File: src/rtl/sprog_pkg.sv
package sprog_pkg;
  localparam int FREQ_W = 20;
  localparam int ENH_W  = 8;
  localparam int R_W    = 6;
  localparam int M_W    = 9;
  localparam int A_W    = 4;
  localparam int PB_BIT = 4;
  localparam int FP_SEL = 2;
  localparam int PD_BIT = 3;
  localparam int CL_BIT = 4;
  localparam int MS_SEL = 5;
  localparam int FC_SEL = 6;

  typedef struct packed {
    logic [R_W-1:0] r;
    logic [M_W-1:0] m;
    logic [A_W-1:0] a;
    logic           pb;
  } freq_fields_t;
endpackage

File: src/rtl/sprog_sync.sv
module sprog_sync #(
  parameter int N      = 4,
  parameter int STAGES = 2
) (
  input  logic         clk,
  input  logic         rst_n,
  input  logic [N-1:0] d,
  output logic [N-1:0] q,
  output logic [N-1:0] q_prev
);
  for (genvar i = 0; i < N; i++) begin : g_pin
    logic [STAGES:0] chain;
    always_ff @(posedge clk or negedge rst_n) begin
      if (!rst_n) chain <= '0;
      else        chain <= {chain[STAGES-1:0], d[i]};
    end
    assign q[i]      = chain[STAGES-1];
    assign q_prev[i] = chain[STAGES];
  end
endmodule

File: src/rtl/sprog_shift.sv
module sprog_shift #(
  parameter int W = 8
) (
  input  logic         clk,
  input  logic         rst_n,
  input  logic         shift,
  input  logic         din,
  output logic [W-1:0] q
);
  always_ff @(posedge clk or negedge rst_n) begin
    if (!rst_n)     q <= '0;
    else if (shift) q <= {din, q[W-1:1]};
  end
endmodule

File: src/rtl/sprog_decode.sv
module sprog_decode
  import sprog_pkg::*;
(
  input  logic              dmode,
  input  logic              enh_n,
  input  logic [FREQ_W-1:0] fword,
  input  logic [ENH_W-1:0]  eword,
  input  logic [R_W-1:0]    dir_r,
  input  logic [M_W-1:0]    dir_m,
  input  logic [A_W-1:0]    dir_a,
  input  logic              fp_in,
  input  logic              fc_in,
  input  logic              msel_in,
  output freq_fields_t      fields,
  output logic              pwr_down,
  output logic              cnt_load,
  output logic              dout
);
  freq_fields_t ser_f;
  logic         en;
  logic         unused_reserved;

  assign unused_reserved = ^{eword[7], eword[1:0]};

  always_comb begin
    ser_f.r  = {fword[0], fword[1], fword[12], fword[13], fword[14], fword[15]};
    ser_f.m  = {fword[2], fword[3], fword[5], fword[6], fword[7], fword[8],
                fword[9], fword[10], fword[11]};
    ser_f.a  = {fword[16], fword[17], fword[18], fword[19]};
    ser_f.pb = fword[PB_BIT];
  end

  always_comb begin
    if (dmode) begin
      fields.r  = dir_r;
      fields.m  = dir_m;
      fields.a  = dir_a;
      fields.pb = 1'b0;
    end else begin
      fields = ser_f;
    end
  end

  assign en       = !enh_n;
  assign pwr_down = en & eword[PD_BIT];
  assign cnt_load = en & eword[CL_BIT];

  always_comb begin
    dout = 1'b0;
    if (en) begin
      if (eword[FP_SEL])      dout = fp_in;
      else if (eword[MS_SEL]) dout = msel_in;
      else if (eword[FC_SEL]) dout = fc_in;
    end
  end

  always_comb begin
    if (dmode) begin
      a_r7_no_bypass: assert (!fields.pb);
    end
    if (enh_n) begin
      a_r5_gated: assert (!pwr_down && !cnt_load);
      a_r6_dout_off: assert (!dout);
    end
  end
endmodule

File: src/rtl/sprog_top.sv
module sprog_top
  import sprog_pkg::*;
#(
  parameter int SYNC_STAGES = 2
) (
  input  logic           clk,
  input  logic           rst_n,
  input  logic           dmode,
  input  logic           ser_clk,
  input  logic           ser_dat,
  input  logic           ser_commit,
  input  logic           ser_sel,
  input  logic           enh_n,
  input  logic [R_W-1:0] dir_r,
  input  logic [M_W-1:0] dir_m,
  input  logic [A_W-1:0] dir_a,
  input  logic           fp_in,
  input  logic           fc_in,
  input  logic           msel_in,
  output logic [R_W-1:0] r_div,
  output logic [M_W-1:0] m_div,
  output logic [A_W-1:0] a_cnt,
  output logic           bypass,
  output logic           pwr_down,
  output logic           cnt_load,
  output logic           dout
);
  localparam int NPIN = 4;
  localparam int P_CLK = 0, P_DAT = 1, P_CMT = 2, P_SEL = 3;

  logic [NPIN-1:0] s_q, s_prev;
  logic            unused_dat_prev;
  logic            clk_rise, f_shift, e_shift, f_commit, e_commit;
  logic [FREQ_W-1:0] f_buf, f_reg;
  logic [ENH_W-1:0]  e_buf, e_reg;
  freq_fields_t      fields;

  sprog_sync #(.N(NPIN), .STAGES(SYNC_STAGES)) u_sync (
    .clk(clk), .rst_n(rst_n),
    .d({ser_sel, ser_commit, ser_dat, ser_clk}),
    .q(s_q), .q_prev(s_prev)
  );

  assign unused_dat_prev = s_prev[P_DAT];
  assign clk_rise = s_q[P_CLK] & ~s_prev[P_CLK];
  assign f_shift  = clk_rise & ~s_q[P_SEL];
  assign e_shift  = clk_rise &  s_q[P_SEL];
  assign f_commit = s_q[P_CMT] & ~s_prev[P_CMT];
  assign e_commit = ~s_q[P_SEL] & s_prev[P_SEL];

  sprog_shift #(.W(FREQ_W)) u_fbuf (
    .clk(clk), .rst_n(rst_n), .shift(f_shift), .din(s_q[P_DAT]), .q(f_buf)
  );
  sprog_shift #(.W(ENH_W)) u_ebuf (
    .clk(clk), .rst_n(rst_n), .shift(e_shift), .din(s_q[P_DAT]), .q(e_buf)
  );

  always_ff @(posedge clk or negedge rst_n) begin
    if (!rst_n) begin
      f_reg <= '0;
      e_reg <= '0;
    end else begin
      if (f_commit) f_reg <= f_buf;
      if (e_commit) e_reg <= e_buf;
    end
  end

  a_r2_freq_hold: assert property (@(posedge clk) disable iff (!rst_n)
    !f_commit |=> $stable(f_reg));
  a_r4_enh_hold: assert property (@(posedge clk) disable iff (!rst_n)
    !e_commit |=> $stable(e_reg));
  a_r4_one_target: assert property (@(posedge clk) disable iff (!rst_n)
    $onehot0({f_shift, e_shift}));

  sprog_decode u_dec (
    .dmode(dmode), .enh_n(enh_n), .fword(f_reg), .eword(e_reg),
    .dir_r(dir_r), .dir_m(dir_m), .dir_a(dir_a),
    .fp_in(fp_in), .fc_in(fc_in), .msel_in(msel_in),
    .fields(fields), .pwr_down(pwr_down), .cnt_load(cnt_load), .dout(dout)
  );

  assign r_div  = fields.r;
  assign m_div  = fields.m;
  assign a_cnt  = fields.a;
  assign bypass = fields.pb;
endmodule

File: config.mk
export PLATFORM = sky130hd
export DESIGN_NAME = sprog_top
export DESIGN_NICKNAME = d
export VERILOG_FILES = /design/src/rtl/sprog_pkg.sv /design/src/rtl/sprog_sync.sv /design/src/rtl/sprog_shift.sv /design/src/rtl/sprog_decode.sv /design/src/rtl/sprog_top.sv
export SDC_FILE = /design/constraint.sdc
export NUM_CORES = 1
export LEC_CHECK = 0
export BUFFER_PORTS_ARGS = -buffer_cell sky130_fd_sc_hd__buf_2
export CAP_MARGIN = 10
export CELL_PAD_IN_SITES_DETAIL_PLACEMENT = 0
export CELL_PAD_IN_SITES_GLOBAL_PLACEMENT = 2
export CORE_ASPECT_RATIO = 1.5
export CORE_UTILIZATION = 44
export DETAILED_ROUTE_END_ITERATION = 7
export PLACE_DENSITY = 0.86
export RECOVER_POWER = 25
export SYNTH_ARGS = -nofsm -noshare
export SYNTH_HDL_FRONTEND = slang
export SYNTH_HIERARCHICAL = 1
export SYNTH_SLANG_ARGS = --single-unit
File: constraint.sdc
create_clock -name clk -period 3.3 [get_ports clk]
set_input_delay 0.165 -clock clk [delete_from_list [all_inputs] [get_ports clk]]
set_output_delay 0.165 -clock clk [all_outputs]
set_load 0.005 [all_outputs]
==> run_results.csv <==
group,metric,value,unit
sta,hold_viol_final,0,
floorplan,core,6170,µm²
global_routing,track_usage,0.149,
synth,synth.avg_cell_area,17.9,µm²
sta,rsz0062_at_grt,"false",
detailed_routing,drt-vias-per-instance,4.89,
cts,clk_latency,0.33,ns
setup_path,cp_max_fo,36,
detailed_routing,ant_nets,0,
detailed_routing,num_vias,1423,
cells_and_area,syn_to_final_growth,17.9,%
detailed_routing,wl_per_cell,14.6,µm
synth,syn_nets,188,
detailed_routing,drc,0,
cts,cts-buffers-inserted,9,
sta,fin_skew,0.00960,ns
floorplan,die_h,100,µm
place,hpwl,2790,µm
setup_path,cp_slowest_cell,"clkbuf_1",
detailed_routing,routed_wl,4240,µm
cells_and_area,fillCellCount,485,
cts,cts_root_buffer,"clkbuf_8",
synth,yosys_warnings,6,
cts,ctsResizeCount,0,
setup_path,crit_required,3.76,ns
synth,synth_area,2830,µm²
setup_path,cp_cell_sequence,"dlygate4sd3_1 -> clkbuf_1 -> buf_4",
hold_path,hold_path.class,"reg2reg",
cells_and_area,layout.nets,243,
setup_path,crit_type,"in2async",
cells_and_area,antennaDiodeCount,0,
setup_path,slowest_delay,1.00,ns
sta,max_freq,552,MHz
power,ir_drop,0.000330,V
floorplan,initial_utilization,0.459,
cells_and_area,design_area,3340,µm²
cts,clockBufferDepth,2,
cts,htreeDepth,3,
detailed_routing,drt-initial-drc-count,60,
floorplan,die_w,67.5,µm
cells_and_area,drive_gt1_frac,0.641,
flow_run,cap_violations,0,
power,power_leakage,0.00172,µW
cts,cts_setup_buffers,0,
power,power_density,676,nW/µm²
global_routing,grt_pass1_vias,1402,
setup_path,cp_data_arrival_time,2.27,ns
global_routing,grt_pass1_wl,7110,µm
place,gp_congestion,0.669,
global_routing,grt_max_degree,37,
sta,tightest_slew,1.38,ns
sta,maxSlewViolCount,0,
cts,cts_tree,"yes",
sta,setup_viol,0,
synth,syn_inst,158,
setup_path,start_kind,"input pin",
cts,clkTransAtPathRegs,0.06,ns
sta,min_period,1.81,ns
sta,relSlewSlack,0.0810,
place,io_buffers,52,
setup_path,end_kind,"async pin",
setup_path,rrSetupSlack,1.77,ns
global_routing,overflow,0,
sta,final.period_utilization,0.549,
status,status,"completed",
setup_path,crit_family,"buffers and inverters",
global_routing,antenna_found_initial,0,
sta,tns,0,ns
floorplan,dieArea,6770,µm²
setup_path,crit_buf_inv,3,
place,place_area,3060,µm²
cts,clkSinkCount,62,
floorplan,rows,35,
detailed_routing,drt_first_pass_iters,4,
floorplan,top_level_ports,53,
[worst register-to-register path, delay by kind of cell (launching register included)]
kind	cells	cell delay (ns)
flops	1	0.39
simple gates	1	0.66
mux	1	0.36
[repair_timing]
item / in CTS / in global routing
endpoints found under the hold margin: 30 / 0
hold buffers: 5 / 0
setup endpoints to repair: 0 / 0
[cell type report]
class / instances / area [µm²] / area share
multi-input cells: 80 / 1130 / 0.339
well taps: 74 / 92.6 / 0.0277
flip-flops and latches: 62 / 1550 / 0.464
inverters: 1 / 3.75 / 0.00112
clock buffers: 11 / 141 / 0.0423
clock inverters: 4 / 95.1 / 0.0285
repair buffers: 59 / 324 / 0.0970
[where the power goes]
group / switching [µW] / internal, µW
sequential: 115 / 919
combinational: 108 / 316
clock: 282 / 517
total: 505 / 1750
[per-stage QoR]
step	setup WS (ns)	instances	utilization	power, µW	hold slack [ns]
4_1_cts	1.75	291	0.541	2280	0.351
3_3_place_gp	1.79	271	0.495	1460	0.202
3_5_place_dp	1.75	271	0.495	1480	0.199
2_1_floorplan	1.86	158	-	1350	-0.131
6_report	1.49	291	0.541	2260	0.347
5_1_grt	1.02	291	0.541	2380	0.354
[cells in the final DEF, fill, tap and decap left out, drive strengths merged]
| cell type | instances |
|---|---|
| inv | 1 |
| nand3b | 1 |
| nor2b | 5 |
| and3b | 1 |
| buf | 53 |
| a21oi | 1 |
| mux2 | 70 |
| clkbuf | 12 |
| dlygate4sd3 | 5 |
| a221oi | 1 |
| bufinv | 3 |
| clkinv | 1 |
| nor3b | 1 |
| dfrtp | 62 |
[worst paths after layout]
path,startpoint,end,cells past startpoint
worst min-delay path,u_sync/g_pin[1].chain[0]$_DFF_PN0_,u_sync/g_pin[1].chain[1]$_DFF_PN0_,0
worst max-delay path,rst_n,u_fbuf/q[13]$_DFFE_PN0P_,3
max in group clk,u_sync/g_pin[2].chain[2]$_DFF_PN0_,f_reg[7]$_DFFE_PN0P_,2
min in group asynchronous,rst_n,u_ebuf/q[4]$_DFFE_PN0P_,2
worst min register to register,u_sync/g_pin[1].chain[0]$_DFF_PN0_,u_sync/g_pin[1].chain[1]$_DFF_PN0_,0
worst max register to register,u_sync/g_pin[2].chain[2]$_DFF_PN0_,f_reg[7]$_DFFE_PN0P_,2
[layer usage]
metal / wire length [µm] / vias up / track usage / share of wire
met5: 0 / - / 0 / 0
met4: 88 / 0 / 0.0835 / 0.021
met3: 178 / 8 / 0.0477 / 0.042
met2: 2040 / 40 / 0.212 / 0.48
met1: 1930 / 723 / 0.196 / 0.46
li1: - / 652 / - / -
No activity file was read; power rests on OpenSTA's default activity.
